### config.mk
export PLATFORM = sky130hd
export DESIGN_NAME = wdt_reset_timer
export DESIGN_NICKNAME = d
export VERILOG_FILES = /design/src/rtl/wdt_pkg.sv /design/src/rtl/wdt_tick_gen.sv /design/src/rtl/wdt_pulse_gen.sv /design/src/rtl/wdt_reset_timer.sv
export SDC_FILE = /design/constraint.sdc
export NUM_CORES = 1
export LEC_CHECK = 0
export ABC_AREA = 1
export BUFFER_PORTS_ARGS = -buffer_cell sky130_fd_sc_hd__buf_2
export CAP_MARGIN = 20
export CORE_ASPECT_RATIO = 1.2
export CORE_UTILIZATION = 45
export DETAILED_ROUTE_END_ITERATION = 8
export HOLD_SLACK_MARGIN = 0.15
export SYNTH_ARGS = -nofsm -noshare
export SYNTH_HDL_FRONTEND = slang
export SYNTH_SLANG_ARGS = --single-unit
### constraint.sdc
create_clock -name clk -period 5 [get_ports clk]
set_input_delay 1 -clock clk [delete_from_list [all_inputs] [get_ports clk]]
set_output_delay 1 -clock clk [all_outputs]
set_load 0.01 [all_outputs]
### src/rtl/wdt_pkg.sv
package wdt_pkg;

    localparam int unsigned RATE_W = 2;
    localparam int unsigned PH_W   = 5;

    typedef enum logic [1:0] {
        REG_TMO   = 2'd0,
        REG_CTRL  = 2'd1,
        REG_KICK  = 2'd2,
        REG_SPARE = 2'd3
    } wdt_addr_e;

    // repeat period in seconds: 2, 4, 8 or 16
    function automatic logic [PH_W-1:0] period_sec(input logic [RATE_W-1:0] rate);
        return PH_W'(2) << rate;
    endfunction

endpackage

### src/rtl/wdt_tick_gen.sv
module wdt_tick_gen #(
    parameter int unsigned TICK_DIV = 1000
) (
    input  logic clk,
    input  logic rst_n,
    input  logic run,
    input  logic clear,
    output logic tick
);
    localparam int unsigned CW = (TICK_DIV > 1) ? $clog2(TICK_DIV) : 1;
    localparam logic [CW-1:0] LAST = CW'(TICK_DIV - 1);

    logic [CW-1:0] cnt_d, cnt_q;

    always_comb begin
        cnt_d = cnt_q;
        if (clear || !run) begin
            cnt_d = '0;
        end else if (cnt_q == LAST) begin
            cnt_d = '0;
        end else begin
            cnt_d = cnt_q + CW'(1);
        end
    end

    always_ff @(posedge clk or negedge rst_n) begin
        if (!rst_n) begin
            cnt_q <= '0;
        end else begin
            cnt_q <= cnt_d;
        end
    end

    assign tick = run && (cnt_q == LAST);

endmodule

### src/rtl/wdt_pulse_gen.sv
module wdt_pulse_gen
    import wdt_pkg::*;
#(
    parameter int unsigned PULSE_SEC = 1
) (
    input  logic              clk,
    input  logic              rst_n,
    input  logic              tick,
    input  logic              start,
    input  logic              active_d,
    input  logic [RATE_W-1:0] rate,
    output logic              low
);
    typedef struct packed {
        logic [PH_W-1:0] phase;
        logic            low;
    } pg_t;

    pg_t pg_d, pg_q;
    logic [PH_W-1:0] per;

    always_comb begin
        per  = period_sec(rate);
        pg_d = pg_q;
        if (start || !active_d) begin
            pg_d.phase = '0;
        end else if (tick) begin
            if (pg_q.phase >= per - PH_W'(1)) begin
                pg_d.phase = '0;
            end else begin
                pg_d.phase = pg_q.phase + PH_W'(1);
            end
        end
        pg_d.low = active_d && (pg_d.phase < PH_W'(PULSE_SEC));
    end

    always_ff @(posedge clk or negedge rst_n) begin
        if (!rst_n) begin
            pg_q <= '0;
        end else begin
            pg_q <= pg_d;
        end
    end

    assign low = pg_q.low;

endmodule

### src/rtl/wdt_reset_timer.sv
module wdt_reset_timer
    import wdt_pkg::*;
#(
    parameter int unsigned TICK_DIV  = 1000,
    parameter int unsigned TMO_W     = 6,
    parameter int unsigned DATA_W    = 8,
    parameter int unsigned PULSE_SEC = 1
) (
    input  logic              clk,
    input  logic              rst_n,
    input  logic              wr_en,
    input  logic [1:0]        wr_addr,
    input  logic [DATA_W-1:0] wr_data,
    output logic              wdrst_n,
    output logic              expired
);
    typedef struct packed {
        logic [TMO_W-1:0]  tmo;
        logic              en;
        logic [RATE_W-1:0] rate;
        logic [TMO_W-1:0]  remain;
        logic              run;
        logic              expired;
    } st_t;

    st_t  st_d, st_q;
    logic wr_tmo, wr_ctrl, wr_kick;
    logic reload, start, tick, low, en_q;

    assign wr_tmo  = wr_en && (wdt_addr_e'(wr_addr) == REG_TMO);
    assign wr_ctrl = wr_en && (wdt_addr_e'(wr_addr) == REG_CTRL);
    assign wr_kick = wr_en && (wdt_addr_e'(wr_addr) == REG_KICK);

    always_comb begin
        st_d   = st_q;
        start  = 1'b0;
        if (wr_tmo) begin
            st_d.tmo = wr_data[TMO_W-1:0];
        end
        if (wr_ctrl) begin
            st_d.en   = wr_data[0];
            st_d.rate = wr_data[RATE_W:1];
        end
        reload = st_d.en && (wr_kick || (wr_ctrl && !st_q.en));
        if (!st_d.en) begin
            st_d.run     = 1'b0;
            st_d.expired = 1'b0;
            st_d.remain  = '0;
        end else if (reload) begin
            // the stored value, not one written this cycle, seeds the count
            st_d.expired = 1'b0;
            st_d.run     = (st_q.tmo != '0);
            st_d.remain  = st_q.tmo;
        end else if (st_q.run && !st_q.expired && tick) begin
            if (st_q.remain == TMO_W'(1)) begin
                st_d.expired = 1'b1;
                st_d.remain  = '0;
                start        = 1'b1;
            end else begin
                st_d.remain = st_q.remain - TMO_W'(1);
            end
        end
    end

    always_ff @(posedge clk or negedge rst_n) begin
        if (!rst_n) begin
            st_q <= '0;
        end else begin
            st_q <= st_d;
        end
    end

    wdt_tick_gen #(
        .TICK_DIV (TICK_DIV)
    ) u_tick (
        .clk   (clk),
        .rst_n (rst_n),
        .run   (st_q.run),
        .clear (reload || !st_d.en),
        .tick  (tick)
    );

    wdt_pulse_gen #(
        .PULSE_SEC (PULSE_SEC)
    ) u_pulse (
        .clk      (clk),
        .rst_n    (rst_n),
        .tick     (tick),
        .start    (start),
        .active_d (st_d.expired),
        .rate     (st_d.rate),
        .low      (low)
    );

    assign en_q    = st_q.en;
    assign wdrst_n = !low;
    assign expired = st_q.expired;

endmodule

==> impl_metrics.json <==
{
  "power_mw": 0.704,
  "yosysUniqueCellTypes": 31,
  "netlist.top_cell.by_area": "sky130_fd_sc_hd__dfrtp_1",
  "grt_antenna_before_repair": 0,
  "worst-r2r-setup-slack_ns": 3.09,
  "hold_buffers": 0,
  "post_synth_instance_area_um2": 2010,
  "first_pass_grt_wire_length_mm": 6.47,
  "status": "complete, no violations",
  "clock-skew-final_ns": 0.00776,
  "min_path_type": "flip-flop to flip-flop",
  "yosys.area.top_type_share": 0.412,
  "gr-total-overflow": 0,
  "cts_max_path_buffers": 2,
  "grt_setup_unrepaired": "false",
  "finalCritPeriodShare": 0.556,
  "pin_count_of_the_biggest_net_entering_global_routing": 34,
  "vias_per_cell": 4.74,
  "worst_r2r_path_depth": 12,
  "endpoint_kind": "flip-flop",
  "final-max-slew-violation-count": 0,
  "synth_edf_count": 0,
  "synth-async-reset-ratio": 1.00,
  "worst-slew-pin-transition_ns": 0.747,
  "share_of_post_route_cells_with_drive_strength_above_1": 0.175,
  "layout-area-overhead-vs-synth_pct": 10.2,
  "cts_root_buffer": "sky130_fd_sc_hd__clkbuf_8",
  "postSynthCellCount": 252,
  "clock.fmax_mhz": 359,
  "yosys_register_bits": 33,
  "path_class": "primary input to flip-flop",
  "grt_util_all_layers": 0.179,
  "worst-path-max-fanout": 7,
  "firstDrtPassIters": 4,
  "vdd_ir_drop_max_mv": 0.184,
  "first_global_vias": 1514,
  "maxCapViolCount": 0,
  "fill_count": 420,
  "cts_tree": "yes",
  "rr_endpoint": "u_pulse.low$_DFF_PN0_",
  "finalSetupTns_ns": 0,
  "worst_setup_path_startpoint": "wr_addr[1]",
  "drcViolationCount": 0,
  "grt-busiest-layer": "met2",
  "gr-usage-met1": 0.220,
  "synth.cells.most_frequent": "sky130_fd_sc_hd__nand2_1, sky130_fd_sc_hd__inv_1, sky130_fd_sc_hd__nor2_1",
  "max-slew-margin-rel": 0.502,
  "post_cts_resize_count": 0,
  "synth_sequential_area_ratio": 0.412,
  "antenna_fix_cells": 0,
  "floorplan.io_pins": 15,
  "final-hold-violation-count": 0,
  "clock-sinks": 33,
  "place.detailed.hpwl_mm": 2.74,
  "ys_top_cells_by_area": "sky130_fd_sc_hd__dfrtp_1, sky130_fd_sc_hd__nand2_1, sky130_fd_sc_hd__inv_1, sky130_fd_sc_hd__nor2_1, sky130_fd_sc_hd__ha_1",
  "use_met2": 0.313,
  "worstSetupStartpointType": "primary input",
  "arrival_ns": 2.95,
  "fp.dieArea_um2": 4730,
  "syn_nets": 273,
  "initial_utilization": 0.471,
  "avgSynthCellArea_um2": 7.96,
  "static-leakage-power_nw": 1.09,
  "critPathRequiredTime_ns": 5.17,
  "layout.nets": 289,
  "pwr_density_cell_nw_per_um2": 318,
  "globalplace.congestion": 0.847,
  "clk_pin_slew_worst_paths_ns": 0.07,
  "h-tree-depth": 2,
  "die_w_um": 62.9,
  "dieHeight_um": 75.1,
  "drt_wl_total_mm": 3.57,
  "numPortBuffers": 12,
  "post_cts_buffers": 0,
  "worst_setup_path_endpoint": "u_pulse.low$_DFF_PN0_",
  "yosysMostFrequentCell": "sky130_fd_sc_hd__nand2_1",
  "synthesis.yosys.warnings": 0,
  "clock_latency_reported_for_the_late_side_of_the_worst_skew_pair_ns": 0.28,
  "gr-usage-met3": 0.0318,
  "cts_made_buffers": 5,
  "core.rowCount": 26,
  "timing.final.setup_violations": 0,
  "rr_startpoint": "st_q[8]$_DFF_PN0_",
  "drtAntennaViolNets": 0,
  "top_flip_flop_cell_by_instance_count_after_synthesis": "sky130_fd_sc_hd__dfrtp_1",
  "initialDrtViolationCount": 118,
  "post-route-min-period_ns": 2.78,
  "vias": 1541,
  "wire_per_inst_um": 11.0,
  "placeableCoreArea_um2": 4260
}
logic make-up after synthesis:
family / Yosys count / share of synthesized area
xor+xnor: 7 / 0.0306
flops: 33 / 0.412
fa+ha+maj: 8 / 0.0499
compound gates: 37 / 0.117
simple gates: 117 / 0.290
buf+inv: 49 / 0.0992
other cells: 1 / 0.00187
placed cells by master, fill, tap and decap left out, types with 3 or more instances in the layout:
| cell type | instances |
|---|---|
| sky130_fd_sc_hd__o21ai_0 | 12 |
| sky130_fd_sc_hd__nor2_1 | 34 |
| sky130_fd_sc_hd__ha_1 | 8 |
| sky130_fd_sc_hd__inv_2 | 3 |
| sky130_fd_sc_hd__o21ai_1 | 4 |
| sky130_fd_sc_hd__buf_2 | 12 |
| sky130_fd_sc_hd__clkbuf_8 | 7 |
| sky130_fd_sc_hd__nand4_1 | 6 |
| sky130_fd_sc_hd__inv_1 | 43 |
| sky130_fd_sc_hd__nor2_2 | 4 |
| sky130_fd_sc_hd__nand3_1 | 12 |
| sky130_fd_sc_hd__a21oi_1 | 11 |
| sky130_fd_sc_hd__dfrtp_1 | 33 |
| sky130_fd_sc_hd__xor2_1 | 7 |
| sky130_fd_sc_hd__nand2_2 | 3 |
| sky130_fd_sc_hd__nor3_1 | 4 |
| sky130_fd_sc_hd__nor3b_2 | 3 |
| sky130_fd_sc_hd__nand2_1 | 44 |
| sky130_fd_sc_hd__o22ai_1 | 3 |
routing by layer:
layer	vias to the layer above	wire length (um)
li1	827	-
met1	695	1790
met2	12	1650
met3	7	65
met4	0	61
met5	-	0
layout make-up:
cell class | instances | area (um2) | area share
Clock buffer | 7 | 96.3 | 0.0436
Sequential cell | 33 | 826 | 0.374
Tap cell | 56 | 70.1 | 0.0317
Inverter | 46 | 173 | 0.0781
Clock inverter | 1 | 5.00 | 0.00226
Timing Repair Buffer | 12 | 60.1 | 0.0272
Multi-Input combinational cell | 170 | 981 | 0.444
worst min-delay path by stage:
stage	slack, ns	cells past startpoint	startpoint	end
finish	0.47	1	u_tick.cnt_q[0]$_DFF_PN0_	u_tick.cnt_q[0]$_DFF_PN0_
detailed placement	0.46	1	u_tick.cnt_q[0]$_DFF_PN0_	u_tick.cnt_q[0]$_DFF_PN0_
global placement	0.45	1	u_tick.cnt_q[0]$_DFF_PN0_	u_tick.cnt_q[0]$_DFF_PN0_
floorplan	0.43	1	u_tick.cnt_q[0]$_DFF_PN0_	u_tick.cnt_q[0]$_DFF_PN0_
global route	0.50	1	u_tick.cnt_q[0]$_DFF_PN0_	u_tick.cnt_q[0]$_DFF_PN0_
CTS	0.47	1	u_tick.cnt_q[0]$_DFF_PN0_	u_tick.cnt_q[0]$_DFF_PN0_
worst max-delay path: stages:
cell and delay, ns:
sky130_fd_sc_hd__buf_2 0.10, sky130_fd_sc_hd__inv_1 0.10, sky130_fd_sc_hd__nand3_4 0.13, sky130_fd_sc_hd__o21ai_0 0.35, sky130_fd_sc_hd__nand2_1 0.11, sky130_fd_sc_hd__ha_1 0.28
sky130_fd_sc_hd__nand2_1 0.09, sky130_fd_sc_hd__inv_1 0.04, sky130_fd_sc_hd__nand2_1 0.07, sky130_fd_sc_hd__nand3_1 0.15, sky130_fd_sc_hd__o21ai_0 0.17, sky130_fd_sc_hd__o21ai_0 0.12
sky130_fd_sc_hd__o21ai_0 0.18, sky130_fd_sc_hd__nor2_1 0.06
sequential cells by signal, summed over array words and instances, names as in the netlist:
name	count
u_pulse.low	1
st_q	15
u_pulse.pg_q	5
expired	1
u_tick.cnt_q	10
en_q	1
stage by stage:
step | hold slack [ns] | area (um2) | util | cells | setup WS, ns
floorplan | 0.432 | 2010 | - | 252 | 2.30
global placement | 0.452 | 2110 | 0.495 | 317 | 1.89
detailed placement | 0.464 | 2110 | 0.495 | 317 | 1.88
CTS | 0.475 | 2210 | 0.519 | 325 | 2.17
global route | 0.497 | 2210 | 0.519 | 325 | 1.93
finish | 0.472 | 2210 | 0.519 | 325 | 2.22
where the power goes:
part	internal, mW	total (mW)	switching (mW)
logic	0.0626	0.163	0.101
clock network	0.124	0.221	0.0962
registers	0.298	0.320	0.0217
(Power assumes the default switching activity.)
